`src/rtl/vpic_pkg.sv`:
```
package vpic_pkg;

  localparam int PRIO_W = 4;
  localparam int VEC_W  = 8;

  // source word bit positions (software decodes these)
  localparam int B_MASK  = 31;
  localparam int B_ACT   = 30;
  localparam int B_POL   = 23;
  localparam int B_SENSE = 22;
  localparam int B_PRIO  = 16;

  // global / configuration word bit positions
  localparam int B_GRST  = 31;
  localparam int B_GMODE = 29;
  localparam int B_RATIO = 28;
  localparam int B_SER   = 27;

  // word addresses
  localparam int A_GLOBAL = 32;
  localparam int A_CFG    = 33;
  localparam int A_TASK   = 34;
  localparam int A_ACK    = 35;
  localparam int A_EOI    = 36;

  localparam logic [VEC_W-1:0] SPURIOUS_VEC = 8'hFF;

  typedef struct packed {
    logic              mask;
    logic              pol;
    logic              sense;
    logic [PRIO_W-1:0] prio;
    logic [VEC_W-1:0]  vec;
  } src_cfg_t;

  localparam src_cfg_t SRC_CFG_RST = '{mask: 1'b1, pol: 1'b0, sense: 1'b0,
                                       prio: '0, vec: '0};

endpackage

```
`src/rtl/vpic_src_cell.sv`:
```
module vpic_src_cell
  import vpic_pkg::*;
(
  input  logic     clk,
  input  logic     rst_n,
  input  logic     soft_clr_i,
  input  logic     line_i,
  input  logic     wr_en_i,
  input  src_cfg_t wcfg_i,
  input  logic     ack_take_i,
  input  logic     in_svc_i,
  output src_cfg_t cfg_o,
  output logic     pending_o,
  output logic     active_o
);

  src_cfg_t cfg_q, cfg_d;
  logic     cfg_en;
  logic     line_prev_q;
  logic     edge_lat_q, edge_lat_d;
  logic     hit_level, hit_edge;

  assign hit_level = cfg_q.pol ? line_i : ~line_i;
  assign hit_edge  = cfg_q.pol ? (line_i & ~line_prev_q) : (~line_i & line_prev_q);

  assign pending_o = ~cfg_q.mask & (cfg_q.sense ? hit_level : edge_lat_q);
  assign active_o  = pending_o | in_svc_i;
  assign cfg_o     = cfg_q;

  always_comb begin
    cfg_d = cfg_q;
    if (wr_en_i) begin
      cfg_d.mask = wcfg_i.mask;
      if (!active_o) begin
        cfg_d.pol   = wcfg_i.pol;
        cfg_d.sense = wcfg_i.sense;
        cfg_d.prio  = wcfg_i.prio;
        cfg_d.vec   = wcfg_i.vec;
      end
    end
    if (soft_clr_i) cfg_d = SRC_CFG_RST;
  end

  assign cfg_en = wr_en_i | soft_clr_i;

  always_comb begin
    edge_lat_d = edge_lat_q;
    if (ack_take_i) edge_lat_d = 1'b0;
    if (!cfg_q.mask && !cfg_q.sense && hit_edge) edge_lat_d = 1'b1;
    if (soft_clr_i) edge_lat_d = 1'b0;
  end

  always_ff @(posedge clk or negedge rst_n) begin
    if (!rst_n) begin
      cfg_q       <= SRC_CFG_RST;
      line_prev_q <= 1'b0;
      edge_lat_q  <= 1'b0;
    end else begin
      if (cfg_en) cfg_q <= cfg_d;
      line_prev_q <= line_i;
      edge_lat_q  <= edge_lat_d;
    end
  end


  field_lock_chk: assert property (@(posedge clk) disable iff (!rst_n)
    (wr_en_i && active_o && !soft_clr_i) |=>
      (cfg_q.prio == $past(cfg_q.prio)) && (cfg_q.vec == $past(cfg_q.vec)) &&
      (cfg_q.pol == $past(cfg_q.pol)) && (cfg_q.sense == $past(cfg_q.sense)));


  edge_hold_chk: assert property (@(posedge clk) disable iff (!rst_n)
    (edge_lat_q && !ack_take_i && !soft_clr_i) |=> edge_lat_q);

endmodule

```
`src/rtl/vpic_arbiter.sv`:
```
module vpic_arbiter #(
  parameter int NUM_SRC = 20,
  parameter int IDX_W   = 5,
  parameter int PRIO_W  = 4
) (
  input  logic [NUM_SRC-1:0]             req_i,
  input  logic [NUM_SRC-1:0][PRIO_W-1:0] prio_i,
  input  logic [PRIO_W-1:0]              floor_i,
  output logic                           win_valid_o,
  output logic [IDX_W-1:0]               win_idx_o,
  output logic [PRIO_W-1:0]              win_prio_o
);

  // strict compare keeps the lowest index on equal priority
  always_comb begin
    win_valid_o = 1'b0;
    win_idx_o   = '0;
    win_prio_o  = floor_i;
    for (int i = 0; i < NUM_SRC; i++) begin
      if (req_i[i] && (prio_i[i] > win_prio_o)) begin
        win_valid_o = 1'b1;
        win_idx_o   = IDX_W'(i);
        win_prio_o  = prio_i[i];
      end
    end
  end

endmodule

```
`src/rtl/vpic_isr_stack.sv`:
```
module vpic_isr_stack #(
  parameter int DEPTH   = 16,
  parameter int NUM_SRC = 20,
  parameter int IDX_W   = 5,
  parameter int PRIO_W  = 4
) (
  input  logic                   clk,
  input  logic                   rst_n,
  input  logic                   soft_clr_i,
  input  logic                   push_i,
  input  logic [IDX_W-1:0]       push_idx_i,
  input  logic [PRIO_W-1:0]      push_prio_i,
  input  logic                   pop_i,
  output logic [PRIO_W-1:0]      top_prio_o,
  output logic [$clog2(DEPTH+1)-1:0] depth_o,
  output logic [NUM_SRC-1:0]     in_svc_o
);

  localparam int CNT_W = $clog2(DEPTH + 1);
  localparam int PTR_W = $clog2(DEPTH);

  logic [IDX_W-1:0]  idx_q  [DEPTH];
  logic [PRIO_W-1:0] prio_q [DEPTH];
  logic [CNT_W-1:0]  depth_q, depth_d;
  logic              pop_eff, push_ok;
  logic [CNT_W-1:0]  slot;
  logic [PTR_W-1:0]  wr_ptr, top_ptr;

  assign pop_eff = pop_i && (depth_q != '0);
  assign slot    = depth_q - CNT_W'(pop_eff);
  assign push_ok = push_i && (int'(slot) < DEPTH);
  assign wr_ptr  = PTR_W'(slot);
  assign top_ptr = PTR_W'(depth_q - CNT_W'(1));

  always_comb begin
    depth_d = slot + CNT_W'(push_ok);
    if (soft_clr_i) depth_d = '0;
  end

  assign top_prio_o = (depth_q == '0) ? '0 : prio_q[top_ptr];
  assign depth_o    = depth_q;

  always_comb begin
    in_svc_o = '0;
    for (int e = 0; e < DEPTH; e++) begin
      if ((e < int'(depth_q)) && (int'(idx_q[e]) < NUM_SRC)) in_svc_o[idx_q[e]] = 1'b1;
    end
  end

  always_ff @(posedge clk or negedge rst_n) begin
    if (!rst_n) begin
      depth_q <= '0;
      for (int e = 0; e < DEPTH; e++) begin
        idx_q[e]  <= '0;
        prio_q[e] <= '0;
      end
    end else begin
      depth_q <= depth_d;
      if (push_ok && !soft_clr_i) begin
        idx_q[wr_ptr]  <= push_idx_i;
        prio_q[wr_ptr] <= push_prio_i;
      end
    end
  end


  push_order_chk: assert property (@(posedge clk) disable iff (!rst_n)
    (push_i && !pop_i && (depth_q != '0)) |-> (push_prio_i > top_prio_o));


  no_overflow_chk: assert property (@(posedge clk) disable iff (!rst_n)
    (push_i && !pop_i) |-> (int'(depth_q) < DEPTH));

endmodule

```
`src/rtl/vpic_top.sv`:
```
module vpic_top
  import vpic_pkg::*;
#(
  parameter int NUM_SRC   = 20,
  parameter int ADDR_W    = 6,
  parameter int SVC_DEPTH = 16
) (
  input  logic               clk,
  input  logic               rst_n,
  input  logic [NUM_SRC-1:0] irq_lines_i,
  input  logic               bus_wr_i,
  input  logic               bus_rd_i,
  input  logic [ADDR_W-1:0]  bus_addr_i,
  input  logic [31:0]        bus_wdata_i,
  output logic [31:0]        bus_rdata_o,
  output logic               cpu_irq_o
);

  localparam int IDX_W = $clog2(NUM_SRC);
  localparam int CNT_W = $clog2(SVC_DEPTH + 1);

  // reset: asserted asynchronously, released through two flops
  logic [1:0] rst_pipe_q;
  logic       rst_ns;
  always_ff @(posedge clk or negedge rst_n) begin
    if (!rst_n) rst_pipe_q <= 2'b00;
    else        rst_pipe_q <= {rst_pipe_q[0], 1'b1};
  end
  assign rst_ns = rst_pipe_q[1];

  // address decode
  logic hit_glb, hit_cfg, hit_task, ack_rd, eoi_wr;
  assign hit_glb  = bus_addr_i == ADDR_W'(A_GLOBAL);
  assign hit_cfg  = bus_addr_i == ADDR_W'(A_CFG);
  assign hit_task = bus_addr_i == ADDR_W'(A_TASK);
  assign ack_rd   = bus_rd_i && (bus_addr_i == ADDR_W'(A_ACK));
  assign eoi_wr   = bus_wr_i && (bus_addr_i == ADDR_W'(A_EOI));

  // global registers
  logic             glb_rst_q, glb_rst_d;
  logic             mode_q, mode_d;
  logic [2:0]       ratio_q, ratio_d;
  logic             ser_q, ser_d;
  logic [PRIO_W-1:0] tp_q, tp_d;
  logic             irq_q;

  // source / arbitration wiring
  src_cfg_t                      wcfg;
  src_cfg_t                      cfg     [NUM_SRC];
  logic [NUM_SRC-1:0]            pending, active, in_svc;
  logic [NUM_SRC-1:0][PRIO_W-1:0] prio_vec;
  logic                          win_valid;
  logic [IDX_W-1:0]              win_idx;
  logic [PRIO_W-1:0]             win_prio, top_prio, floor_prio;
  logic [CNT_W-1:0]              svc_depth;
  logic                          ack_hit;

  assign wcfg = '{mask:  bus_wdata_i[B_MASK],
                  pol:   bus_wdata_i[B_POL],
                  sense: bus_wdata_i[B_SENSE],
                  prio:  bus_wdata_i[B_PRIO +: PRIO_W],
                  vec:   bus_wdata_i[VEC_W-1:0]};

  logic unused_wbits;
  assign unused_wbits = ^{bus_wdata_i[30], bus_wdata_i[26:24], bus_wdata_i[21:20],
                          bus_wdata_i[15:8]};

  assign ack_hit = ack_rd && win_valid;

  genvar g;
  generate
    for (g = 0; g < NUM_SRC; g++) begin : g_src
      vpic_src_cell u_cell (
        .clk        (clk),
        .rst_n      (rst_ns),
        .soft_clr_i (glb_rst_q),
        .line_i     (irq_lines_i[g]),
        .wr_en_i    (bus_wr_i && (bus_addr_i == ADDR_W'(g))),
        .wcfg_i     (wcfg),
        .ack_take_i (ack_hit && (win_idx == IDX_W'(g))),
        .in_svc_i   (in_svc[g]),
        .cfg_o      (cfg[g]),
        .pending_o  (pending[g]),
        .active_o   (active[g])
      );
      assign prio_vec[g] = cfg[g].prio;
    end
  endgenerate

  assign floor_prio = (tp_q > top_prio) ? tp_q : top_prio;

  vpic_arbiter #(.NUM_SRC(NUM_SRC), .IDX_W(IDX_W), .PRIO_W(PRIO_W)) u_arb (
    .req_i       (pending & ~in_svc),
    .prio_i      (prio_vec),
    .floor_i     (floor_prio),
    .win_valid_o (win_valid),
    .win_idx_o   (win_idx),
    .win_prio_o  (win_prio)
  );

  vpic_isr_stack #(.DEPTH(SVC_DEPTH), .NUM_SRC(NUM_SRC), .IDX_W(IDX_W),
                   .PRIO_W(PRIO_W)) u_stack (
    .clk         (clk),
    .rst_n       (rst_ns),
    .soft_clr_i  (glb_rst_q),
    .push_i      (ack_hit),
    .push_idx_i  (win_idx),
    .push_prio_i (win_prio),
    .pop_i       (eoi_wr),
    .top_prio_o  (top_prio),
    .depth_o     (svc_depth),
    .in_svc_o    (in_svc)
  );

  // next state of global registers; the reset pulse overrides writes
  always_comb begin
    glb_rst_d = bus_wr_i && hit_glb && bus_wdata_i[B_GRST];
    mode_d    = mode_q;
    ratio_d   = ratio_q;
    ser_d     = ser_q;
    tp_d      = tp_q;
    if (bus_wr_i && hit_glb)  mode_d = bus_wdata_i[B_GMODE];
    if (bus_wr_i && hit_cfg) begin
      ratio_d = bus_wdata_i[B_RATIO +: 3];
      ser_d   = bus_wdata_i[B_SER];
    end
    if (bus_wr_i && hit_task) tp_d = bus_wdata_i[PRIO_W-1:0];
    if (glb_rst_q) begin
      glb_rst_d = 1'b0;
      mode_d    = 1'b0;
      ratio_d   = 3'd0;
      ser_d     = 1'b0;
      tp_d      = '1;
    end
  end

  always_ff @(posedge clk or negedge rst_ns) begin
    if (!rst_ns) begin
      glb_rst_q <= 1'b0;
      mode_q    <= 1'b0;
      ratio_q   <= 3'd0;
      ser_q     <= 1'b0;
      tp_q      <= '1;
      irq_q     <= 1'b0;
    end else begin
      glb_rst_q <= glb_rst_d;
      mode_q    <= mode_d;
      ratio_q   <= ratio_d;
      ser_q     <= ser_d;
      tp_q      <= tp_d;
      irq_q     <= win_valid && !glb_rst_q;
    end
  end

  assign cpu_irq_o = irq_q;

  // read mux
  always_comb begin
    bus_rdata_o = '0;
    if (int'(bus_addr_i) < NUM_SRC) begin
      bus_rdata_o[B_MASK]              = cfg[bus_addr_i].mask;
      bus_rdata_o[B_ACT]               = active[bus_addr_i];
      bus_rdata_o[B_POL]               = cfg[bus_addr_i].pol;
      bus_rdata_o[B_SENSE]             = cfg[bus_addr_i].sense;
      bus_rdata_o[B_PRIO +: PRIO_W]    = cfg[bus_addr_i].prio;
      bus_rdata_o[VEC_W-1:0]           = cfg[bus_addr_i].vec;
    end else if (hit_glb) begin
      bus_rdata_o[B_GRST]  = glb_rst_q;
      bus_rdata_o[B_GMODE] = mode_q;
    end else if (hit_cfg) begin
      bus_rdata_o[B_RATIO +: 3] = ratio_q;
      bus_rdata_o[B_SER]        = ser_q;
    end else if (hit_task) begin
      bus_rdata_o[PRIO_W-1:0] = tp_q;
    end else if (bus_addr_i == ADDR_W'(A_ACK)) begin
      bus_rdata_o[VEC_W-1:0] = win_valid ? cfg[win_idx].vec : SPURIOUS_VEC;
    end
  end


  soft_rst_clear_chk: assert property (@(posedge clk) disable iff (!rst_ns)
    glb_rst_q |=> !glb_rst_q);


  soft_rst_task_chk: assert property (@(posedge clk) disable iff (!rst_ns)
    glb_rst_q |=> (tp_q == '1) && (svc_depth == '0));


  spurious_nopush_chk: assert property (@(posedge clk) disable iff (!rst_ns)
    (ack_rd && !win_valid && !bus_wr_i && !glb_rst_q) |=> (svc_depth == $past(svc_depth)));

endmodule

```
`config.mk`:
```
export PLATFORM = sky130hd
export DESIGN_NAME = vpic_top
export DESIGN_NICKNAME = d
export VERILOG_FILES = /design/src/rtl/vpic_pkg.sv /design/src/rtl/vpic_src_cell.sv /design/src/rtl/vpic_arbiter.sv /design/src/rtl/vpic_isr_stack.sv /design/src/rtl/vpic_top.sv
export SDC_FILE = /design/constraint.sdc
export NUM_CORES = 2
export LEC_CHECK = 0
export ABC_AREA = 1
export BUFFER_PORTS_ARGS = -buffer_cell sky130_fd_sc_hd__buf_2
export CAP_MARGIN = 5
export CORE_UTILIZATION = 64
export DETAILED_ROUTE_END_ITERATION = 12
export PLACE_DENSITY = 0.9
export SLEW_MARGIN = 20
export SYNTH_ARGS = -nofsm -noshare
export SYNTH_HDL_FRONTEND = slang
export SYNTH_SLANG_ARGS = --single-unit
```
`constraint.sdc`:
```
create_clock -name clk -period 46.8 [get_ports clk]
set_clock_uncertainty 0.1 [all_clocks]
set_input_delay 9.36 -clock clk [delete_from_list [all_inputs] [get_ports clk]]
set_output_delay 9.36 -clock clk [all_outputs]
set_load 0.1 [all_outputs]
```
Yosys cells after proc, flatten, opt, wreduce, memory -nomap -nowiden
Index checks and enable logic that the tools add are counted.
{"block": "word_totals", "memories": 0, "out_inout_bits": 33, "regBits": 502, "latch_bits": 0, "mem_bits_ro": 0, "in_bits": 62, "mem_bits_rw": 0}
{"block": "op_classes", "n_mul": 0, "n_addsub": 3, "n_eq_ne": 63, "div_mod_pow": 0, "magnitude_cmp": 93, "n_mux": 332, "bitwise": 181, "n_shift": 0, "reduce_logical": 272}
{"cell": "$mux 15", "count": 42}
{"cell": "$mux 20", "count": 16}
{"cell": "$or 20x20->20", "count": 15}
{"cell": "$mux 14", "count": 20}
{"cell": "$mux 1", "count": 166}
{"cell": "$mux 4", "count": 39}
{"cell": "$bmux 15 s5", "count": 2}
{"cell": "$logic_and 1x1->1", "count": 144}
{"cell": "$lt 5x6->1 const B", "count": 16}
{"cell": "$lt 5x5->1 const B", "count": 17}
{"cell": "$gt 4x4->1", "count": 21}
{"cell": "$bwmux 80", "count": 1}
{"cell": "$demux 1 s5", "count": 16}
{"cell": "$ge 5x1->1 const B", "count": 16}
{"cell": "$bwmux 64", "count": 1}
{"cell": "$and 1x1->1", "count": 60}
{"cell": "$not 1->1", "count": 60}
{"cell": "$reduce_and 3->1", "count": 20}
{"cell": "$reduce_bool 3->1", "count": 20}
{"cell": "$mux 8", "count": 7}
{"cell": "$eq 6x4->1 const B", "count": 8}
{"cell": "$reduce_bool 2->1", "count": 23}
{"cell": "$logic_not 1->1", "count": 41}
{"cell": "$eq 5x4->1 const B", "count": 8}
{"cell": "40 further kinds", "count": 165}

Logic depth before layout (Yosys ltp)
{"block": "depth", "ltp_word": 106, "mapped_depth": 204, "mapped_depth_nobuf": 195}

Modules after synthesis
A second synthesis with hierarchy kept.
{"block": "unflattened", "cells_unflattened": 6018, "hier_area_um2": 37941.4}
{"module": "vpic_src_cell", "cells_each": 116, "instances": 20, "area_each_um2": 868.3, "seq_area_each_um2": 426.7}
{"module": "vpic_isr_stack", "cells_each": 1760, "instances": 1, "area_each_um2": 10750.3, "seq_area_each_um2": 3728.6}
{"module": "vpic_top", "cells_each": 1251, "instances": 1, "area_each_um2": 5636.7, "seq_area_each_um2": 330.3}
{"module": "vpic_arbiter", "cells_each": 687, "instances": 1, "area_each_um2": 4187.8, "seq_area_each_um2": 0.0}

Worst setup path before layout
Ideal clock, no wire load.
{"block": "synth_timing", "path_kind": "input -> output", "startpoint": "input irq_lines_i[0]", "endpoint": "output bus_rdata_o[7]", "cell_stages": 172, "slack_ns": 7.345, "arrival_time_ns": 29.995, "cell_sequence": "nor2_1 -> o221ai_1 -> nor2_1 -> nand3_2 -> inv_1 -> nand2_1 -> o21ai_0 -> inv_1 -> ha_1 -> inv_1 -> o21bai_1 -> nand4_1 -> nand2_4 -> nand2_4 -> nand2_1 -> o21ai_0 -> ha_1 -> inv_1 -> (+136 left out) -> buf_1 -> o21ai_1 -> ha_1 -> nand2_1 -> o21ai_0 -> o21ai_0 -> nor2_1 -> nand2_1 -> nand2_1 -> inv_1 -> nand3_4 -> inv_4 -> o21ai_0 -> clkbuf_1 -> nand3_1 -> nand3b_1 -> nor2_1 -> o21ai_1"}
{"block": "synth_via", "elab_chain_len": 74}
{"item": "from (decl)", "line": "vpic_top.sv:10", "text": "input logic [NUM_SRC-1:0] irq_lines_i,"}
{"item": "$not 1->1", "line": "vpic_src_cell.sv:23", "text": "assign hit_level = cfg_q.pol ? line_i : ~line_i;"}
{"item": "$mux 1 *", "line": "vpic_src_cell.sv:23"}
{"item": "$mux 1 *", "line": "vpic_src_cell.sv:26", "text": "assign pending_o = ~cfg_q.mask & (cfg_q.sense ? hit_level : edge_lat_q);"}
{"item": "$and 1x1->1 *", "line": "vpic_src_cell.sv:26"}
{"item": "$and 20x20->20 *", "line": "vpic_top.sv:93", "text": ".req_i (pending & ~in_svc),"}
{"item": "$logic_and 1x1->1 *", "line": "vpic_arbiter.sv:20", "text": "if (req_i[i] && (prio_i[i] > win_prio_o)) begin"}
{"item": "$mux 4", "line": "vpic_arbiter.sv:20"}
{"item": "$gt 4x4->1", "line": "vpic_arbiter.sv:20"}
{"item": "(+57 left out)"}
{"item": "$bmux 15 s5", "line": "vpic_top.sv:176", "text": "bus_rdata_o[VEC_W-1:0] = win_valid ? cfg[win_idx].vec : SPURIOUS_VEC;"}
{"item": "$mux 8 (implied by the code) (2 in series)", "line": "vpic_top.sv:176"}
{"item": "$mux 8 *", "line": "vpic_top.sv:176"}
{"item": "$mux 8 *", "line": "vpic_top.sv:175", "text": "end else if (bus_addr_i == ADDR_W'(A_ACK)) begin"}
{"item": "$mux 4 *", "line": "vpic_top.sv:173", "text": "end else if (hit_task) begin"}
{"item": "$mux 8 *", "line": "vpic_top.sv:170", "text": "end else if (hit_cfg) begin"}
{"item": "$mux 8 *", "line": "vpic_top.sv:167", "text": "end else if (hit_glb) begin"}
{"item": "$mux 8 *", "line": "vpic_top.sv:160", "text": "if (int'(bus_addr_i) < NUM_SRC) begin"}
{"item": "to (decl)", "line": "vpic_top.sv:15", "text": "output logic [31:0] bus_rdata_o,"}
Every way passes the cells marked *; elsewhere a longest branch is shown, timed or not. The select of a mux whose other input is x is not followed.

Final worst setup path
Same ends and word-level chain as after synthesis.

==> flow_summary.ini <==
[cells_and_area]
regArea_sq_mm = 0.0126
area_growth_pct = 8.59
drive_gt1_frac = 0.0975
multiInputGateArea_sq_mm = 0.0166
final_nets = 4470
fillers = 3939

[floorplanning]
core_sq_mm = 0.0490
boundaryPins = 95
rows = 81
fp.dieH_microns = 225
die_w_microns = 225
dieArea_sq_mm = 0.0504
initial_utilization = 0.648

[clock_network]
ctsResizeCount = 0
clkSinkCount = 502
postCtsSetupBuffers = 0
cts.clk_slew.worst_paths_ps = 60
insertion_delay_ps = 640
cts_tree = yes
ctsHoldBuffers = 0
clock_path_buffers = 3
cts_made_buffers = 54
htreeDepth = 2
root_buffer = clkbuf_16

[timing]
slew_headroom = 0.138
fmax_mhz = 22.9
hold_viol_final = 0
setup_viol = 0
worst_pin_slew_ps = 1280
period_share = 0.933
drv_slew = 0
layout_min_cycle_time_ps = 43670
finalSetupTns_ps = 0
rsz0062_at_grt = no

[critical_path]
crit_path_start_kind = input pin
slowest_delay_ps = 530
required_ps = 37340
critical_path.top_delay_family = simple AND/OR/NAND/NOR gates
cp_common_cell = nand2_1
reg2reg_depth = 179
crit_fanout = 25
cp_num_cells = 170
crit_arrival_ps = 34210
slowest_stage = inv_2
end_kind = output pin
worst-path-buf-inv = 25
worstSetupPathType = in -> out

[hold_path]
min_path_cells = 0
hold_class = reg -> reg

[logic_synthesis]
postSynthCellCount = 4327
netlist_area_sq_mm = 0.0317
synth.top_cell.area_share = 0.377
ys.flop_type = dfrtp_1
yosysSeqAreaShare = 0.397
ys_seq_elements = 502
yosys_warnings = 0
synth_area_leaders = dfrtp_1 38%, nand2_1 13%, o21ai_0 8.5%
synth.distinct_cells = 66
synth_common_cells = 1111 x nand2_1, 539 x o21ai_0, 478 x dfrtp_1
yosys.area.top_type = dfrtp_1
syn_area_per_cell_sq_um = 7.33
synth-edff-count = 0
async_flop_share = 1.00
synthMostInstantiatedCell = nand2_1

[flow_run]
cap_violations = 0

[detailed_routing]
num_vias = 33220
dr.pass1.iters = 7
ant_nets = 0
wl_per_cell_microns = 24.1
vias_per_cell = 6.58
drc = 0
drt_iter0_drc = 5247
wl_microns = 122000

[placed_design]
gp_congestion = 1.12
hpwl_microns = 85900
placement.io_buffers = 68

[grt]
grt_max_degree = 163
grt_pass1_wl_microns = 182000
grt_pass1_vias = 30560
track_usage = 0.480
antenna_found_initial = 4
overflow = 0

[outcome]
outcome = completed
==> stage by stage <==
step / area, sq um / utilization / hold WS (ps) / instances / setup slack [ps]
after floorplan: 31800 / - / 231 / 4339 / 7350
after global placement: 32600 / 0.666 / 234 / 4942 / 4420
after detailed placement: 32600 / 0.666 / 265 / 4942 / 3850
after CTS: 34400 / 0.703 / 278 / 5040 / 3640
after global routing: 34400 / 0.703 / 282 / 5046 / 656
final: 34400 / 0.703 / 281 / 5046 / 3130
==> state kept, by name, indices dropped and copies added (netlist names) <==
| register | count |
|---|---|
| tp_q | 4 |
| g_src.u_cell.line_prev_q | 20 |
| g_src.u_cell.edge_lat_q | 20 |
| rst_pipe_q | 2 |
| g_src.u_cell.cfg_o | 300 |
| mode_q | 1 |
| ser_q | 1 |
| u_stack.idx_q | 80 |
| u_stack.depth_o | 5 |
| cpu_irq_o | 1 |
| glb_rst_q | 1 |
| ratio_q | 3 |
| u_stack.prio_q | 64 |
==> worst paths after layout <==
check                                              from                                       to  slack, ps
min in group asynchronous       rst_pipe_q[1]$_DFF_PN0_           u_stack.prio_q[44]$_DFFE_PN0P_        300
hold / removal                  rst_pipe_q[0]$_DFF_PN0_                  rst_pipe_q[1]$_DFF_PN0_        280
setup reg to reg           u_stack.depth_o[0]$_DFF_PN0_  g_src[17].u_cell.edge_lat_q$_DFFE_PN0P_      17430
hold reg to reg                 rst_pipe_q[0]$_DFF_PN0_                  rst_pipe_q[1]$_DFF_PN0_        280
max in group asynchronous                         rst_n                  rst_pipe_q[1]$_DFF_PN0_      38090
setup / recovery                         irq_lines_i[0]                           bus_rdata_o[7]       3130
==> cell usage in the layout, fill, tap and decap left out, types with 19 or more instances in the layout <==
cell type,count
nand3_1,236
nand4_1,59
nor2_1,216
a22oi_1,87
clkbuf_16,54
nand3_2,21
buf_4,53
o211ai_1,28
dfrtp_1,476
dfstp_2,24
inv_1,438
nand2_2,49
nand2_4,20
buf_2,68
a21oi_1,141
nand2_1,1110
nor3_1,104
o21bai_1,38
inv_2,21
nor2_2,21
o21ai_0,539
o21ai_1,120
nor4_1,24
ha_1,72
nor2_4,24
o22ai_1,47
o2111ai_1,19
o221ai_1,22
==> worst register-to-register path, delay by kind of cell (launching register included) <==
family	cells	cell delay (ps)
flip-flops	1	340
buffers and inverters	27	3930
AO/OA/AOI/OAI	49	7540
AND/OR/NAND/NOR	81	9730
adder cells (fa/ha/maj)	22	7650
==> logic make-up (layout without fill, tap and decap cells) <==
| group | count (synthesis) | count (layout) | synth area share |
|---|---|---|---|
| AOI/OAI and AO/OA | 1179 | 1179 | 0.218 |
| xor gates and xnor gates | 3 | 3 | 0.00107 |
| adders and majority gates | 72 | 72 | 0.0284 |
| buffers and inverters | 651 | 690 | 0.0824 |
| DFF | 502 | 502 | 0.397 |
| other | 2 | 18 | 0.000237 |
| and+or+nand+nor | 1918 | 1918 | 0.273 |
==> final cells by class <==
| cell class | count | area share |
|---|---|---|
| repair buffers | 124 | 0.0228 |
| well taps | 664 | 0.0241 |
| clock inverters | 23 | 0.00770 |
| inverters | 468 | 0.0513 |
| flip-flops and latches | 502 | 0.366 |
| clock buffers | 75 | 0.0444 |
| multi-input cells | 3186 | 0.484 |
| diodes | 4 | 0.000291 |
==> layer usage <==
layer,share of wire,GRT usage,up-vias,wire [microns]
met5,0,0,-,0
met4,0.066,0.279,0,7990
met3,0.15,0.142,513,18100
met2,0.41,0.670,2468,49300
met1,0.38,0.662,15475,46200
li1,-,-,14764,-
Power is left out: the tool's default activity adds up to more than one toggle a clock period on the data nets, which glitch-free logic cannot reach.
